===== config.mk =====
export PLATFORM = sky130hd
export DESIGN_NAME = scan_tap_fsm
export DESIGN_NICKNAME = d
export VERILOG_FILES = /design/src/rtl/scan_tap_pkg.sv /design/src/rtl/tap_rst_sync.sv /design/src/rtl/tap_next_state.sv /design/src/rtl/tap_out_stage.sv /design/src/rtl/scan_tap_fsm.sv
export SDC_FILE = /design/constraint.sdc
export NUM_CORES = 1
export LEC_CHECK = 0
export ABC_AREA = 1
export ABC_CLOCK_PERIOD_IN_PS = 800
export CORE_MARGIN = 4
export CORE_UTILIZATION = 39
export CTS_CLUSTER_SIZE = 20
export DETAILED_ROUTE_END_ITERATION = 10
export HOLD_SLACK_MARGIN = 0.03
export PLACE_DENSITY = 0.75
export RECOVER_POWER = 25
export SYNTH_ARGS = -nofsm -noshare
export SYNTH_HDL_FRONTEND = slang
export SYNTH_SLANG_ARGS = --single-unit

===== constraint.sdc =====
create_clock -name tck -period 0.8 [get_ports tck]
set_input_delay 0.08 -clock tck [delete_from_list [all_inputs] [get_ports tck]]
set_output_delay 0.08 -clock tck [all_outputs]
set_load 0.1 [all_outputs]

===== src/rtl/scan_tap_pkg.sv =====
package scan_tap_pkg;

  localparam int TAP_STATE_W = 4;

  typedef enum logic [TAP_STATE_W-1:0] {
    ST_RESET   = 4'd0,
    ST_IDLE    = 4'd1,
    ST_SEL_DR  = 4'd2,
    ST_CAP_DR  = 4'd3,
    ST_SH_DR   = 4'd4,
    ST_EX1_DR  = 4'd5,
    ST_PAU_DR  = 4'd6,
    ST_EX2_DR  = 4'd7,
    ST_UPD_DR  = 4'd8,
    ST_SEL_IR  = 4'd9,
    ST_CAP_IR  = 4'd10,
    ST_SH_IR   = 4'd11,
    ST_EX1_IR  = 4'd12,
    ST_PAU_IR  = 4'd13,
    ST_EX2_IR  = 4'd14,
    ST_UPD_IR  = 4'd15
  } tap_state_e;

endpackage


===== src/rtl/tap_rst_sync.sv =====
module tap_rst_sync #(
  parameter int STAGES = 2
) (
  input  logic clk,
  input  logic arst_n,
  output logic rst_n
);
  logic [STAGES-1:0] sync_q;

  generate
    if (STAGES == 1) begin : g_single
      always_ff @(posedge clk or negedge arst_n) begin
        if (!arst_n) sync_q <= '0;
        else         sync_q <= 1'b1;
      end
    end else begin : g_chain
      always_ff @(posedge clk or negedge arst_n) begin
        if (!arst_n) sync_q <= '0;
        else         sync_q <= {sync_q[STAGES-2:0], 1'b1};
      end
    end
  endgenerate

  assign rst_n = sync_q[STAGES-1];
endmodule


===== src/rtl/tap_next_state.sv =====
module tap_next_state
  import scan_tap_pkg::*;
(
  input  tap_state_e cur_i,
  input  logic       tms_i,
  output tap_state_e nxt_o
);
  always_comb begin
    nxt_o = ST_RESET;
    unique case (cur_i)
      ST_RESET:  nxt_o = tms_i ? ST_RESET  : ST_IDLE;
      ST_IDLE:   nxt_o = tms_i ? ST_SEL_DR : ST_IDLE;
      ST_SEL_DR: nxt_o = tms_i ? ST_SEL_IR : ST_CAP_DR;
      ST_CAP_DR: nxt_o = tms_i ? ST_EX1_DR : ST_SH_DR;
      ST_SH_DR:  nxt_o = tms_i ? ST_EX1_DR : ST_SH_DR;
      ST_EX1_DR: nxt_o = tms_i ? ST_UPD_DR : ST_PAU_DR;
      ST_PAU_DR: nxt_o = tms_i ? ST_EX2_DR : ST_PAU_DR;
      ST_EX2_DR: nxt_o = tms_i ? ST_UPD_DR : ST_SH_DR;
      ST_UPD_DR: nxt_o = tms_i ? ST_SEL_DR : ST_IDLE;
      ST_SEL_IR: nxt_o = tms_i ? ST_RESET  : ST_CAP_IR;
      ST_CAP_IR: nxt_o = tms_i ? ST_EX1_IR : ST_SH_IR;
      ST_SH_IR:  nxt_o = tms_i ? ST_EX1_IR : ST_SH_IR;
      ST_EX1_IR: nxt_o = tms_i ? ST_UPD_IR : ST_PAU_IR;
      ST_PAU_IR: nxt_o = tms_i ? ST_EX2_IR : ST_PAU_IR;
      ST_EX2_IR: nxt_o = tms_i ? ST_UPD_IR : ST_SH_IR;
      ST_UPD_IR: nxt_o = tms_i ? ST_SEL_DR : ST_IDLE;
      default:   nxt_o = ST_RESET;
    endcase
  end
endmodule


===== src/rtl/tap_out_stage.sv =====
module tap_out_stage
  import scan_tap_pkg::*;
(
  input  logic       tck,
  input  logic       rst_n,
  input  tap_state_e state_i,
  output logic       reset_o,
  output logic       ir_capture_o,
  output logic       ir_shift_o,
  output logic       dr_capture_o,
  output logic       dr_shift_o,
  output logic       ir_update_o,
  output logic       dr_update_o,
  output logic       tdo_oe_o
);
  logic oe_d, upd_ir_d, upd_dr_d;
  logic oe_q, upd_ir_q, upd_dr_q;

  // rising-edge consumers use the state decode directly
  always_comb begin
    reset_o      = (state_i == ST_RESET);
    ir_capture_o = (state_i == ST_CAP_IR);
    ir_shift_o   = (state_i == ST_SH_IR);
    dr_capture_o = (state_i == ST_CAP_DR);
    dr_shift_o   = (state_i == ST_SH_DR);
    oe_d         = (state_i == ST_SH_IR) || (state_i == ST_SH_DR);
    upd_ir_d     = (state_i == ST_UPD_IR);
    upd_dr_d     = (state_i == ST_UPD_DR);
  end

  // half-cycle offset for serial output and parallel update
  always_ff @(negedge tck or negedge rst_n) begin
    if (!rst_n) begin
      oe_q     <= 1'b0;
      upd_ir_q <= 1'b0;
      upd_dr_q <= 1'b0;
    end else begin
      oe_q     <= oe_d;
      upd_ir_q <= upd_ir_d;
      upd_dr_q <= upd_dr_d;
    end
  end

  assign tdo_oe_o    = oe_q;
  assign ir_update_o = upd_ir_q;
  assign dr_update_o = upd_dr_q;
endmodule


===== src/rtl/scan_tap_fsm.sv =====
module scan_tap_fsm
  import scan_tap_pkg::*;
#(
  parameter int SYNC_STAGES = 2
) (
  input  logic                   tck,
  input  logic                   trst_n,
  input  logic                   tms,
  output logic [TAP_STATE_W-1:0] tap_state_o,
  output logic                   reset_o,
  output logic                   ir_capture_o,
  output logic                   ir_shift_o,
  output logic                   ir_update_o,
  output logic                   dr_capture_o,
  output logic                   dr_shift_o,
  output logic                   dr_update_o,
  output logic                   tdo_oe_o
);
  logic       rst_sync_n;
  tap_state_e state_q, state_d;

  tap_rst_sync #(.STAGES(SYNC_STAGES)) u_rst (
    .clk    (tck),
    .arst_n (trst_n),
    .rst_n  (rst_sync_n)
  );

  tap_next_state u_nxt (
    .cur_i (state_q),
    .tms_i (tms),
    .nxt_o (state_d)
  );

  always_ff @(posedge tck or negedge rst_sync_n) begin
    if (!rst_sync_n) state_q <= ST_RESET;
    else             state_q <= state_d;
  end

  tap_out_stage u_out (
    .tck          (tck),
    .rst_n        (rst_sync_n),
    .state_i      (state_q),
    .reset_o      (reset_o),
    .ir_capture_o (ir_capture_o),
    .ir_shift_o   (ir_shift_o),
    .dr_capture_o (dr_capture_o),
    .dr_shift_o   (dr_shift_o),
    .ir_update_o  (ir_update_o),
    .dr_update_o  (dr_update_o),
    .tdo_oe_o     (tdo_oe_o)
  );

  assign tap_state_o = state_q;
endmodule


==> impl_results.html, run 1 <==
<table>
<tr><th>Metric</th><th>Value</th></tr>
<tr><th colspan="2">Run status</th></tr>
<tr><td>Status</td><td>did not finish</td></tr>
<tr><td>Stage at which the flow ended</td><td>4_1_cts</td></tr>
<tr><td>Error</td><td>[ERROR DPL-0038] Utilization greater than 100%, impossible to legalize</td></tr>
<tr><th colspan="2">Synthesis</th></tr>
<tr><td>Syn Nets</td><td>81</td></tr>
<tr><td>Yosys Warn Count</td><td>0</td></tr>
<tr><td>Area share of the leading cell type in the synthesized netlist</td><td>29.4%</td></tr>
<tr><td>Register bit count reported by yosys</td><td>9</td></tr>
<tr><td>Part of the Yosys area used for sequential elements</td><td>44.1%</td></tr>
<tr><td>Biggest area consumer among synthesized cells</td><td>sky130_fd_sc_hd__dfrtp_1</td></tr>
<tr><td>Top cells by area, synth</td><td>sky130_fd_sc_hd__dfrtp_1 (29%), sky130_fd_sc_hd__nand2_1 (17%), sky130_fd_sc_hd__dfrtn_1 (15%)</td></tr>
<tr><td>Combined area of all synthesized cells</td><td>just over 500 µm²</td></tr>
<tr><td>Count of distinct cell types in the synthesized netlist</td><td>14</td></tr>
<tr><td>Cell count after synthesis</td><td>78</td></tr>
<tr><td>Average instance area after synthesis</td><td>around 6.5 µm²</td></tr>
<tr><th colspan="2">Clocking</th></tr>
<tr><td>Total clock buffers created by CTS</td><td>3</td></tr>
<tr><td>Number of buffers added for setup after CTS</td><td>13</td></tr>
<tr><td>Maximum level of the CTS H-tree</td><td>1</td></tr>
<tr><td>Clock sink count</td><td>9</td></tr>
<tr><td>Number of buffers inserted by hold repair at cts</td><td>1</td></tr>
<tr><td>Max Buffers Root-to-Sink</td><td>2</td></tr>
<tr><td>CTS Root Cell</td><td>sky130_fd_sc_hd__clkbuf_4</td></tr>
<tr><td>CTS-repair resized insts</td><td>29</td></tr>
<tr><th colspan="2">Place</th></tr>
<tr><td>Dpl ws</td><td>-523 ps</td></tr>
<tr><td>Number of port buffers</td><td>14</td></tr>
<tr><td>Final weighted congestion of routability-driven global placement</td><td>between 0.9 and 1</td></tr>
<tr><td>Post-detail-place hpwl</td><td>1600 µm</td></tr>
<tr><th colspan="2">Floorplanning</th></tr>
<tr><td>Width of the die</td><td>44.2 µm</td></tr>
<tr><td>Standard-cell rows</td><td>12</td></tr>
<tr><td>Number of top-level pins</td><td>15</td></tr>
<tr><td>Y dimension of the die</td><td>44.2 µm</td></tr>
<tr><td>Initial standard-cell utilization of the core</td><td>43.6%</td></tr>
</table>
per-stage QoR:
stage / utilization, % / hold slack, ps / cells / cell area, µm²
2_1_floorplan: - / -216 / 78 / 579
3_3_place_gp: 86.3 / 97.8 / 127 / 1010
3_5_place_dp: 86.3 / 110 / 127 / 1010
cell usage after synthesis:
library cell              instances
sky130_fd_sc_hd__dfrtn_1          3
sky130_fd_sc_hd__buf_2            1
sky130_fd_sc_hd__nand3_1          6
sky130_fd_sc_hd__dfrtp_1          6
sky130_fd_sc_hd__nand2_1         23
sky130_fd_sc_hd__nand4_1          2
sky130_fd_sc_hd__o22ai_1          1
sky130_fd_sc_hd__nor2_1          16
sky130_fd_sc_hd__o21ai_0          4
sky130_fd_sc_hd__inv_2            2
sky130_fd_sc_hd__inv_1           10
sky130_fd_sc_hd__conb_1           1
sky130_fd_sc_hd__a21oi_1          2
sky130_fd_sc_hd__nor2_2           1
kinds of logic after synthesis:
| logic type | share of synthesized area, % |
|---|---|
| AND/OR/NAND/NOR | 38.2 |
| buffers and inverters | 9.80 |
| flip-flops | 44.1 |
| AO/OA/AOI/OAI | 7.11 |
| other | 0.735 |
==> run 2, diff against run 1 <==
- ABC_CLOCK_PERIOD_IN_PS: 800 -> 1000
- CORE_AREA: default -> 4 4 65 67
- CORE_MARGIN: 4 -> default
- CORE_UTILIZATION: 39 -> default
- CTS_CLUSTER_SIZE: 20 -> default
- DIE_AREA: default -> 0 0 69 71
- HOLD_SLACK_MARGIN: 0.03 -> default
- PLACE_DENSITY: 0.75 -> default
- PLACE_DENSITY_LB_ADDON: default -> 0.15
- clock period: 0.8 -> 1 ns (I/O delays scaled with it)
==> run 2 against run 1 <==
Synthesized cell count unchanged. Area after synthesis unchanged. The flow now finishes, with violations (negative setup slack).
==> impl_results.html, run 2 <==
<table>
<tr><th>Metric</th><th>Value</th></tr>
<tr><th colspan="2">Floorplanning</th></tr>
<tr><td>Die ar.</td><td>4900 µm²</td></tr>
<tr><td>Initial standard-cell utilization of the core</td><td>14.0% (was 43.6%)</td></tr>
<tr><td>Width of the die</td><td>69 µm (was 44.2 µm)</td></tr>
<tr><td>Area inside the core boundary</td><td>around 3600 µm²</td></tr>
<tr><td>Standard-cell rows</td><td>22 (was 12)</td></tr>
<tr><td>Number of top-level pins</td><td>15 (unchanged)</td></tr>
<tr><td>Y dimension of the die</td><td>71 µm (was 44.2 µm)</td></tr>
<tr><th colspan="2">Synthesis</th></tr>
<tr><td>Yosys Warn Count</td><td>0 (unchanged)</td></tr>
<tr><td>Combined area of all synthesized cells</td><td>510 µm² (unchanged)</td></tr>
<tr><td>Part of the Yosys area used for sequential elements</td><td>44.1% (unchanged)</td></tr>
<tr><td>Biggest area consumer among synthesized cells</td><td>sky130_fd_sc_hd__dfrtp_1 (unchanged)</td></tr>
<tr><td>Cell count after synthesis</td><td>78 (unchanged)</td></tr>
<tr><td>Syn Nets</td><td>81 (unchanged)</td></tr>
<tr><td>Average instance area after synthesis</td><td>6.54 µm² (unchanged)</td></tr>
<tr><td>Count of distinct cell types in the synthesized netlist</td><td>14 (unchanged)</td></tr>
<tr><td>Area share of the leading cell type in the synthesized netlist</td><td>29.4% (unchanged)</td></tr>
<tr><td>Top cells by area, synth</td><td>sky130_fd_sc_hd__dfrtp_1 (29%), sky130_fd_sc_hd__nand2_1 (17%), sky130_fd_sc_hd__dfrtn_1 (15%) (unchanged)</td></tr>
<tr><td>Most common cell in the netlist</td><td>sky130_fd_sc_hd__nand2_1 (unchanged)</td></tr>
<tr><td>Dominant synthesized flop cell</td><td>sky130_fd_sc_hd__dfrtp_1 (unchanged)</td></tr>
<tr><td>Count of flip-flops with a built-in enable after synthesis</td><td>0 (unchanged)</td></tr>
<tr><td>Asr flop ratio synth</td><td>100% (unchanged)</td></tr>
<tr><td>Synth top cells by count</td><td>sky130_fd_sc_hd__nand2_1 (23), sky130_fd_sc_hd__nor2_1 (16), sky130_fd_sc_hd__inv_1 (10), sky130_fd_sc_hd__dfrtp_1 (6), sky130_fd_sc_hd__nand3_1 (6) (unchanged)</td></tr>
<tr><td>Register bit count reported by yosys</td><td>9 (unchanged)</td></tr>
<tr><th colspan="2">Worst setup path</th></tr>
<tr><td>Sort of element at the end of the critical path</td><td>output pin</td></tr>
<tr><td>Delay of the slowest critical-path stage</td><td>about 500 ps</td></tr>
<tr><td>WP data required</td><td>~900 ps</td></tr>
<tr><td>Startpoint type of the worst setup path</td><td>flop</td></tr>
<tr><td>CP max FO</td><td>3</td></tr>
<tr><td>Cell with the largest stage delay on the worst path</td><td>sky130_fd_sc_hd__dfrtp_4</td></tr>
<tr><td>Signal arrival time at the worst endpoint</td><td>roughly 1400 ps</td></tr>
<tr><td>Buf+Inv Stages, Crit Path</td><td>4</td></tr>
<tr><td>Critical path's most frequent cell</td><td>sky130_fd_sc_hd__buf_6</td></tr>
<tr><td>Setup slack on the worst flop-to-flop path</td><td>-410 ps</td></tr>
<tr><td>Sequence of cells on the critical path</td><td>buf_6 -&gt; inv_4 -&gt; nand2_4 -&gt; buf_6 -&gt; nor2_4 -&gt; buf_12</td></tr>
<tr><td>Worst Setup Path Type</td><td>reg -&gt; out</td></tr>
<tr><td>Worst path top cell family by delay</td><td>flip-flops</td></tr>
<tr><th colspan="2">Routing</th></tr>
<tr><td>Post-detailed-route DRC marker count</td><td>0</td></tr>
<tr><td>Avg Vias per Cell</td><td>3.89</td></tr>
<tr><td>Vias after detailed routing</td><td>roughly 650</td></tr>
<tr><td>Routed length per instance</td><td>12.2 µm</td></tr>
<tr><td>Number of DRC markers in iteration 0</td><td>21</td></tr>
<tr><td>Antenna viol nets, final</td><td>0</td></tr>
<tr><td>Detailed Routing Iterations Pass 1</td><td>4</td></tr>
<tr><td>Routed wire length</td><td>a little over 2000 µm</td></tr>
<tr><th colspan="2">Clocking</th></tr>
<tr><td>Maximum level of the CTS H-tree</td><td>1 (unchanged)</td></tr>
<tr><td>Clock sink count</td><td>9 (unchanged)</td></tr>
<tr><td>Total clock buffers created by CTS</td><td>3 (unchanged)</td></tr>
<tr><td>Max Buffers Root-to-Sink</td><td>2 (unchanged)</td></tr>
<tr><td>Clk Latency, worst-skew pair</td><td>between 200 and 300 ps</td></tr>
<tr><td>TritonCTS clock tree</td><td>done</td></tr>
<tr><td>Clock-pin slew on the worst setup and hold paths</td><td>50 ps</td></tr>
<tr><td>CTS Root Cell</td><td>sky130_fd_sc_hd__clkbuf_8 (was sky130_fd_sc_hd__clkbuf_4)</td></tr>
<tr><th colspan="2">Place</th></tr>
<tr><td>Final weighted congestion of routability-driven global placement</td><td>0.832 (was 0.926)</td></tr>
<tr><td>Post-placement cell area</td><td>1020 µm² (was 1010 µm²)</td></tr>
<tr><td>Post-detail-place hpwl</td><td>1420 µm (was 1600 µm)</td></tr>
<tr><td>Number of port buffers</td><td>14 (unchanged)</td></tr>
<tr><td>Placed cell count</td><td>156 (was 127)</td></tr>
<tr><th colspan="2">Run status</th></tr>
<tr><td>Status</td><td>complete, but fails checks (was did not finish)</td></tr>
<tr><td>Violated checks</td><td>negative setup slack</td></tr>
<tr><th colspan="2">Final layout</th></tr>
<tr><td>Leading cell type in the layout, fill and taps excluded</td><td>sky130_fd_sc_hd__buf_6</td></tr>
<tr><td>Share of layout cells above drive strength 1</td><td>between 60 and 70%</td></tr>
<tr><td>Layout Cells excl Fill</td><td>168</td></tr>
<tr><td>Final layout net count</td><td>124</td></tr>
<tr><td>Commonest non-fill, non-tap cells in the layout</td><td>sky130_fd_sc_hd__buf_6 (14), sky130_fd_sc_hd__nand2_1 (12), sky130_fd_sc_hd__buf_12 (12)</td></tr>
<tr><td>Synth-to-layout area growth</td><td>146%</td></tr>
<tr><td>Antenna diode count</td><td>0</td></tr>
<tr><td>Post-route core utilization</td><td>between 30% and 40%</td></tr>
<tr><td>Flip-flop count of the largest register, all copies and words added</td><td>4</td></tr>
<tr><td>Post-route cell area</td><td>1260 µm²</td></tr>
<tr><th colspan="2">STA</th></tr>
<tr><td>Final period utilization</td><td>147%</td></tr>
<tr><td>Fmax</td><td>683 MHz</td></tr>
<tr><td>Final setup vio count</td><td>19</td></tr>
<tr><td>Final WS setup</td><td>-465 ps</td></tr>
<tr><td>RSZ-0062 raised after global routing</td><td>yes</td></tr>
<tr><td>Skew final</td><td>~25 ps</td></tr>
<tr><td>Time the final worst path needs with I/O delays and setup</td><td>1470 ps</td></tr>
<tr><td>Hold Fails Final Rpt</td><td>0</td></tr>
<tr><td>Final Max Tran Viols</td><td>0</td></tr>
<tr><th colspan="2">GRT</th></tr>
<tr><td>Pin count of the biggest net entering global routing</td><td>8</td></tr>
<tr><td>Residual overflow from global routing</td><td>0</td></tr>
<tr><td>Global Route Usage Sum</td><td>about 8%</td></tr>
<tr><td>Number of antenna violations at the first check in global routing</td><td>0</td></tr>
<tr><td>Number of global-route vias before repair</td><td>688</td></tr>
<tr><td>Wire length of the first global-routing pass</td><td>3260 µm</td></tr>
<tr><th colspan="2">Worst hold path</th></tr>
<tr><td>Classification of the worst-slack hold path</td><td>in -&gt; async</td></tr>
<tr><th colspan="2">Job</th></tr>
<tr><td>Number of max-cap violations</td><td>0</td></tr>
</table>
[run 2: cell counts after synthesis]
No cell type changed its count.
[run 2: path summary, 6_finish.rpt]
| kind | start | endpoint | cells after the start |
|---|---|---|---|
| min in group tck | u_rst.sync_q[0]$_DFF_PN0_ | u_rst.sync_q[1]$_DFF_PN0_ | 0 |
| setup / recovery | tap_state_o[0]$_DFF_PN0_ | ir_capture_o | 6 |
| max in group asynchronous | u_rst.sync_q[1]$_DFF_PN0_ | u_out.tdo_oe_o$_DFF_NN0_ | 0 |
| hold / removal | trst_n | u_rst.sync_q[1]$_DFF_PN0_ | 1 |
| setup reg to reg | tap_state_o[3]$_DFF_PN0_ | u_out.ir_update_o$_DFF_NN0_ | 3 |
| hold reg to reg | u_rst.sync_q[1]$_DFF_PN0_ | tap_state_o[2]$_DFF_PN0_ | 1 |
[run 2: area by class of cell]
| class | instances | area [µm²] |
|---|---|---|
| timing repair buffer | 39 | 500 |
| tap | 48 | 60.1 |
| clock buffer | 4 | 45.0 |
| fill | 376 | 2380 |
| inverter | 12 | 62.6 |
| sequential | 9 | 240 |
| multi-input combinational | 56 | 349 |
[run 2: per-stage QoR]
| stage | setup TNS [ps] | hold slack [ps] | setup slack, ps |
|---|---|---|---|
| 2_1_floorplan | -7450 | -196 | -653 |
| 3_3_place_gp | -4050 | 267 | -394 |
| 3_5_place_dp | -3950 | 265 | -412 |
| 4_1_cts | -7350 | 38.8 | -474 |
| 5_1_grt | -7980 | 101 | -508 |
| 6_report | -7220 | 108 | -465 |
[run 2: worst reg2reg max path: stages, from the launching register on]
cell	delay, ps
sky130_fd_sc_hd__dfrtp_4	520
sky130_fd_sc_hd__buf_6	140
sky130_fd_sc_hd__nand2_2	60
sky130_fd_sc_hd__nor2_1	40
[run 2: per-layer routing]
| layer | part of all wire (%) | track usage [%] | vias up |
|---|---|---|---|
| li1 | - | - | 323 |
| met2 | 56 | 15.8 | 16 |
| met3 | 3.6 | 2.13 | 2 |
| met4 | 0.68 | 1.52 | 0 |
| met5 | 0 | 0 | - |
| met1 | 39 | 9.18 | 313 |
[run 2: cells by family (layout without fill, tap and decap cells)]
kind of cell | after synthesis | in the layout | share of synthesized area, %
AO/OA/AOI/OAI | 7 | 7 | 7.11
buffers and inverters | 13 | 55 | 9.80
flip-flops | 9 | 9 | 44.1
other | 1 | 1 | 0.735
AND/OR/NAND/NOR | 48 | 48 | 38.2
[run 2: repair_timing]
action | in CTS | in global routing
hold buffers | 0 | 0
gates resized for setup | 26 | 21
setup buffers | 8 | 1
pin swaps | 7 | 8
endpoints found under the setup margin | 19 | 19
Power of run 2 is left out: the tool's default activity adds up to more than one toggle a clock period on the data nets, which glitch-free logic cannot reach.
